--- config.mk ---
export PLATFORM = sky130hd
export DESIGN_NAME = tdl_delay_line
export DESIGN_NICKNAME = d
export VERILOG_FILES = /design/src/rtl/tdl_pkg.sv /design/src/rtl/tdl_shift.sv /design/src/rtl/tdl_tap_mux.sv /design/src/rtl/tdl_out_stage.sv /design/src/rtl/tdl_delay_line.sv
export SDC_FILE = /design/constraint.sdc
export NUM_CORES = 1
export LEC_CHECK = 0
export BUFFER_PORTS_ARGS = -buffer_cell sky130_fd_sc_hd__buf_2
export CAP_MARGIN = 15
export CELL_PAD_IN_SITES_DETAIL_PLACEMENT = 1
export CELL_PAD_IN_SITES_GLOBAL_PLACEMENT = 1
export CORE_UTILIZATION = 45
export DETAILED_ROUTE_END_ITERATION = 10
export GPL_TIMING_DRIVEN = 0
export PLACE_DENSITY = 0.84
export SLEW_MARGIN = 20
export SYNTH_ARGS = -nofsm -noshare
export SYNTH_HDL_FRONTEND = slang
export SYNTH_HIERARCHICAL = 1
export SYNTH_SLANG_ARGS = --single-unit
--- constraint.sdc ---
create_clock -name clk -period 2.4 [get_ports clk]
set_input_delay 0 -clock clk [delete_from_list [all_inputs] [get_ports clk]]
set_output_delay 0 -clock clk [all_outputs]
set_load 0.02 [all_outputs]
--- src/rtl/tdl_pkg.sv ---
package tdl_pkg;

    // Width of the live tap-select address.
    localparam int unsigned ADDR_W   = 3;
    // Number of selectable delay settings.
    localparam int unsigned NUM_TAPS = 1 << ADDR_W;

    typedef logic [ADDR_W-1:0] addr_t;

    // Registered output pair: the in-phase value and its complement.
    typedef struct packed {
        logic true_v;
        logic compl_v;
    } outpair_t;

endpackage

--- src/rtl/tdl_shift.sv ---
module tdl_shift #(
    parameter int unsigned LEN = 17
) (
    input  logic           clk,
    input  logic           rst,
    input  logic           din,
    output logic [LEN-1:0] stages
);

    // Stage j holds the din value captured j+1 edges ago.
    typedef struct packed {
        logic [LEN-1:0] sr;
    } shift_state_t;

    shift_state_t st_d, st_q;

    always_comb begin
        st_d = st_q;
        if (rst) begin
            st_d.sr = '0;
        end else begin
            st_d.sr = {st_q.sr[LEN-2:0], din};
        end
    end

    always_ff @(posedge clk) begin
        st_q <= st_d;
    end

    assign stages = st_q.sr;

endmodule

--- src/rtl/tdl_tap_mux.sv ---
module tdl_tap_mux
    import tdl_pkg::*;
#(
    parameter int unsigned BASE  = 3,
    parameter int unsigned STEP  = 2,
    parameter int unsigned LEN   = BASE + (NUM_TAPS - 1) * STEP,
    parameter int unsigned IDX_W = $clog2(LEN)
) (
    input  logic [LEN-1:0]   stages,
    input  addr_t            addr,
    output logic             tap,
    output logic [IDX_W-1:0] sel_idx
);

    logic [NUM_TAPS-1:0] cand;

    // Each candidate is a fixed wire to the stage that gives delay BASE + g*STEP
    // once the output register is counted in.
    for (genvar g = 0; g < NUM_TAPS; g++) begin : g_tap
        localparam int unsigned STAGE = BASE + g * STEP - 1;
        assign cand[g] = stages[STAGE];
    end

    always_comb begin
        tap     = cand[addr];
        sel_idx = IDX_W'(BASE - 1) + IDX_W'(addr) * IDX_W'(STEP);
    end

endmodule

--- src/rtl/tdl_out_stage.sv ---
module tdl_out_stage
    import tdl_pkg::*;
(
    input  logic clk,
    input  logic rst,
    input  logic en_n,
    input  logic tap,
    output logic dout,
    output logic dout_n
);

    outpair_t st_d, st_q;

    always_comb begin
        st_d = st_q;
        if (rst || en_n) begin
            st_d.true_v  = 1'b0;
            st_d.compl_v = 1'b1;
        end else begin
            st_d.true_v  = tap;
            st_d.compl_v = ~tap;
        end
    end

    always_ff @(posedge clk) begin
        st_q <= st_d;
    end

    assign dout   = st_q.true_v;
    assign dout_n = st_q.compl_v;


    complement_pair_chk: assert property (@(posedge clk) disable iff (rst)
        dout_n == ~dout);


    disable_force_chk: assert property (@(posedge clk) disable iff (rst)
        en_n |=> (!dout && dout_n));


    reset_level_chk: assert property (@(posedge clk)
        rst |=> (!dout && dout_n));

endmodule

--- src/rtl/tdl_delay_line.sv ---
module tdl_delay_line
    import tdl_pkg::*;
#(
    parameter int unsigned BASE = 3,
    parameter int unsigned STEP = 2
) (
    input  logic       clk,
    input  logic       rst,
    input  logic       din,
    input  logic [2:0] addr,
    input  logic       en_n,
    output logic       dout,
    output logic       dout_n
);

    localparam int unsigned LEN   = BASE + (NUM_TAPS - 1) * STEP;
    localparam int unsigned IDX_W = $clog2(LEN);

    logic [LEN-1:0]   stages;
    logic             tap;
    logic [IDX_W-1:0] sel_idx;

    tdl_shift #(
        .LEN (LEN)
    ) i_shift (
        .clk    (clk),
        .rst    (rst),
        .din    (din),
        .stages (stages)
    );

    tdl_tap_mux #(
        .BASE  (BASE),
        .STEP  (STEP),
        .LEN   (LEN),
        .IDX_W (IDX_W)
    ) i_mux (
        .stages  (stages),
        .addr    (addr),
        .tap     (tap),
        .sel_idx (sel_idx)
    );

    tdl_out_stage i_out (
        .clk    (clk),
        .rst    (rst),
        .en_n   (en_n),
        .tap    (tap),
        .dout   (dout),
        .dout_n (dout_n)
    );


    monotonic_tap_chk: assert property (@(posedge clk) disable iff (rst)
        (addr > $past(addr)) |-> (sel_idx > $past(sel_idx)));

endmodule

### After elaboration in Yosys (flattened, before gate mapping)

Index checks and enable logic that the tools add are counted.

| storage, ports and cells | value |
|---|---|
| bits in registers | 19 |
| output and inout port bits | 2 |
| word-level logic and storage cells | 8 |

| operators by class | value |
|---|---|
| magnitude comparators | 1 |
| muxes and demuxes | 2 |
| bitwise operators | 1 |
| reduce and logical (&&, ||, !) cells | 1 |

Operator list:

| cell | number |
|---|---|
| $lt 3x4->1 const B | 1 |
| $bmux 1 s3 | 1 |
| $logic_or 1x1->1 | 1 |
| $mux 1 | 1 |
| $not 1->1 | 1 |

### Depth between registers and ports, before layout

| logic depth | value |
|---|---|
| depth in word-level cells | 3 |
| gate-level depth with buffers | 3 |
| gate-level depth less buffers | 3 |

### Hierarchy

Netlist, hierarchy kept.

Modules (own cells, without submodules):

| module | instances | cells each | area an instance (um^2) |
|---|---|---|---|
| tdl_shift | 1 | 35 | 475.5 |
| tdl_tap_mux | 1 | 9 | 107.6 |
| tdl_out_stage | 1 | 4 | 56.3 |

### Worst setup path after synthesis

Ideal clock, no wire load.

| timing | value |
|---|---|
| path kind | reg2reg |
| from | register i_shift.st_q, in the netlist i_shift/stages[12] |
| to | register i_out.st_q, in the netlist i_out/dout |
| arrival | 1.140 ns |
| required time | 2.285 ns |
| setup slack | 1.145 ns |
| stages on the path, launching flop included | 4 |
| buffers on the path | 0 |
| clock period less this slack | 1.255 ns |
| cell sequence | dfxtp_1 > mux4_1 > mux2_2 > nor3b_1 |

| on the way | value |
|---|---|
| word-level cells in the longest chain between the ends | 2 |

RTL lines:

| what | RTL line | source |
|---|---|---|
| from (decl) | tdl_shift.sv:15 | `shift_state_t st_d, st_q;` |
| from (signal assigned) | tdl_shift.sv:27 | `st_q <= st_d;` |
| $bmux 1 s3 | tdl_tap_mux.sv:25 | `tap = cand[addr];` |
| $mux 1 (implied by the code) | tdl_tap_mux.sv:25 |  |
| via tap | tdl_delay_line.sv:20 | `logic tap;` |
| to (signal assigned) | tdl_out_stage.sv:26 | `st_q <= st_d;` |
| to (decl) | tdl_out_stage.sv:12 | `outpair_t st_d, st_q;` |

The timed path passes the listed nets, and every way through them passes these cells. The select of a mux whose other input is x is not followed.
A chain may end at the register's enable or synchronous reset.

### Worst setup path after layout

Ends and elaborated chain as after synthesis.

==> summary.md <==
| Metric | Value |
|---|---|
| Outcome | `completed` |
| Worst path top cell family by delay | `multiplexers` |
| Initial DRC Count | `2` |
| Maximum buffer depth of the clock tree | `2` |
| Std-Cell Rows | `12` |
| Die Wd | `38.38 um` |
| Nets | `65` |
| YS warnings | `6` |
| Fin crit period | `1922 ps` |
| Largest net degree at the start of global routing | `12` |
| Fmax | `520.3 MHz` |
| Final wirelength | `993 um` |
| Worst Path Required | `2580 ps` |
| Hold crit path type | `in2reg` |
| Placed insts | `64` |
| CP Capture Type | `flip-flop` |
| Type of the worst setup path | `reg2reg` |
| Final Cell Area | `710.7 um2` |
| H-tree depth | `1` |
| Setup bufs post-CTS | `0` |
| Unrepaired setup endpoints after global routing | `no` |
| Critical path startpoint category | `flip-flop` |
| Leakage | `0.3217 nW` |
| Period Utilization, post-route | `0.8008` |
| CTS root buffer | `clkbuf_4` |
| Min Hold Slack | `36.08 ps` |
| Worst Tran Pin Value | `160.9 ps` |
| WL/cell | `13.99 um` |
| Final setup viols | `0` |
| Setup TNS | `0 ps` |
| Mapped Cells | `42` |
| Gpl congestion | `0.7232` |
| Cts bufs inserted | `3` |
| Max IR drop VDD | `0.4122 mV` |
| Die H | `38.38 um` |
| Final hold violations | `0` |
| I/O Buffers | `8` |
| Syn nets | `49` |
| Via count | `338` |
| DRC | `0` |
| Maxcap violations | `0` |
| Initial Util | `0.5085` |
| CP Cell Sequence | `mux4_1 > mux2_2 > nor3b_1 > dlygate4sd3_1` |
| Antenna diodes | `0` |
| Pwr per Cell Area | `694.7 nW/um2` |
| Drt first pass iters | `2` |
| Cell area after synthesis | `595.6 um2` |
| Syn Area/Cell | `14.18 um2` |
| Ports | `9` |
| GRT met1 Usage | `0.2007` |
| Crit path arrival time | `2100 ps` |
| HPWL after detailed placement | `740.3 um` |
| Fin. max-slew vios | `0` |
| Worst slew margin | `0.8925` |
| CP max FO | `2` |
| TritonCTS clock tree | `done` |
| Gr busiest metal | `met2` |
| Total grt overflow | `0` |
| Vias in the first global route | `352` |
| Worst path max stage delay | `550 ps` |
| Area Overhead vs Synth | `19.33%` |
| Total power | `0.4937 mW` |
| Share of layout cells above drive strength 1 | `0.3684` |
| Clk_lat worst skew | `290 ps` |
| Antenna violations before repair | `0` |
| Met3 usage | `0.06977` |
| Critical path's slowest cell | `dlygate4sd3_1` |
| Finished Layout Cells | `71` |
| Worst Path Buf+Inv | `1` |
| # clock sinks | `19` |
| Die ar. | `1473 um2` |
| Global router's overall resource usage | `0.1722` |
| Clock slew at reported path FFs | `110 ps` |
| Vias per cell | `4.761` |
| Area after DPL | `653.1 um2` |
| Antenna viol nets, final | `0` |
| Core area | `1171 um2` |
| Grt met2 use | `0.2754` |
| Clock Skews | `6.927 ps` |
| First-pass GRT wire length | `1587 um` |
## cell type report
class / instances / area, um2
Fill cell: 124 / 460.4
Timing Repair Buffer: 11 / 70.07
Multi-Input combinational cell: 22 / 203.9
Clock inverter: 1 / 5.005
Tap cell: 14 / 17.52
Sequential cell: 19 / 380.4
Clock buffer: 3 / 22.52
Buffer: 1 / 11.26
## power by group
group	switching (mW)	internal, mW
clock	0.0929	0.0619
sequential	0.000779	0.318
combinational	0.00819	0.0121
## placed cells by master (no fill, tap or decap)
| cell | n |
|---|---|
| nor2b_1 | 10 |
| mux2_2 | 1 |
| mux4_1 | 2 |
| dlygate4sd3_1 | 3 |
| and2b_2 | 7 |
| clkinv_2 | 1 |
| or3b_1 | 1 |
| clkbuf_4 | 3 |
| buf_6 | 1 |
| dfxtp_1 | 19 |
| buf_2 | 8 |
| nor3b_1 | 1 |
## flip-flops by register name (all words and copies together) (netlist names)
signal	count
i_out/dout	1
i_out/dout_n	1
i_shift/stages	17
## through the flow
step | setup WS (ps) | utilization
final | 478.0 | 0.6068
after global routing | 443.9 | 0.6068
after CTS | 503.2 | 0.6068
after detailed placement | 1063 | 0.5577
after global placement | 1101 | 0.5577
after floorplan | 1145 | -
## final timing paths
path	start	cells after the start	end	slack, ps
min	rst	2	i_out/dout_n	40
max	i_shift/stages[12]	4	i_out/dout	480
max reg2reg	i_shift/stages[12]	4	i_out/dout	480
min reg2reg	i_shift/stages[5]	1	i_shift/stages[6]	450
## per-layer routing
layer	share of wire	wire (um)	vias to the layer above
li1	-	-	170
met1	0.48	474	160
met2	0.48	479	8
met3	0.039	39	0
met4	0	0	0
met5	0	0	-
## timing repair
item,CTS,global route
hold endpoints to repair,3,0
gates resized for setup,0,0
hold buffers,3,0
(Power assumes the default switching activity.)
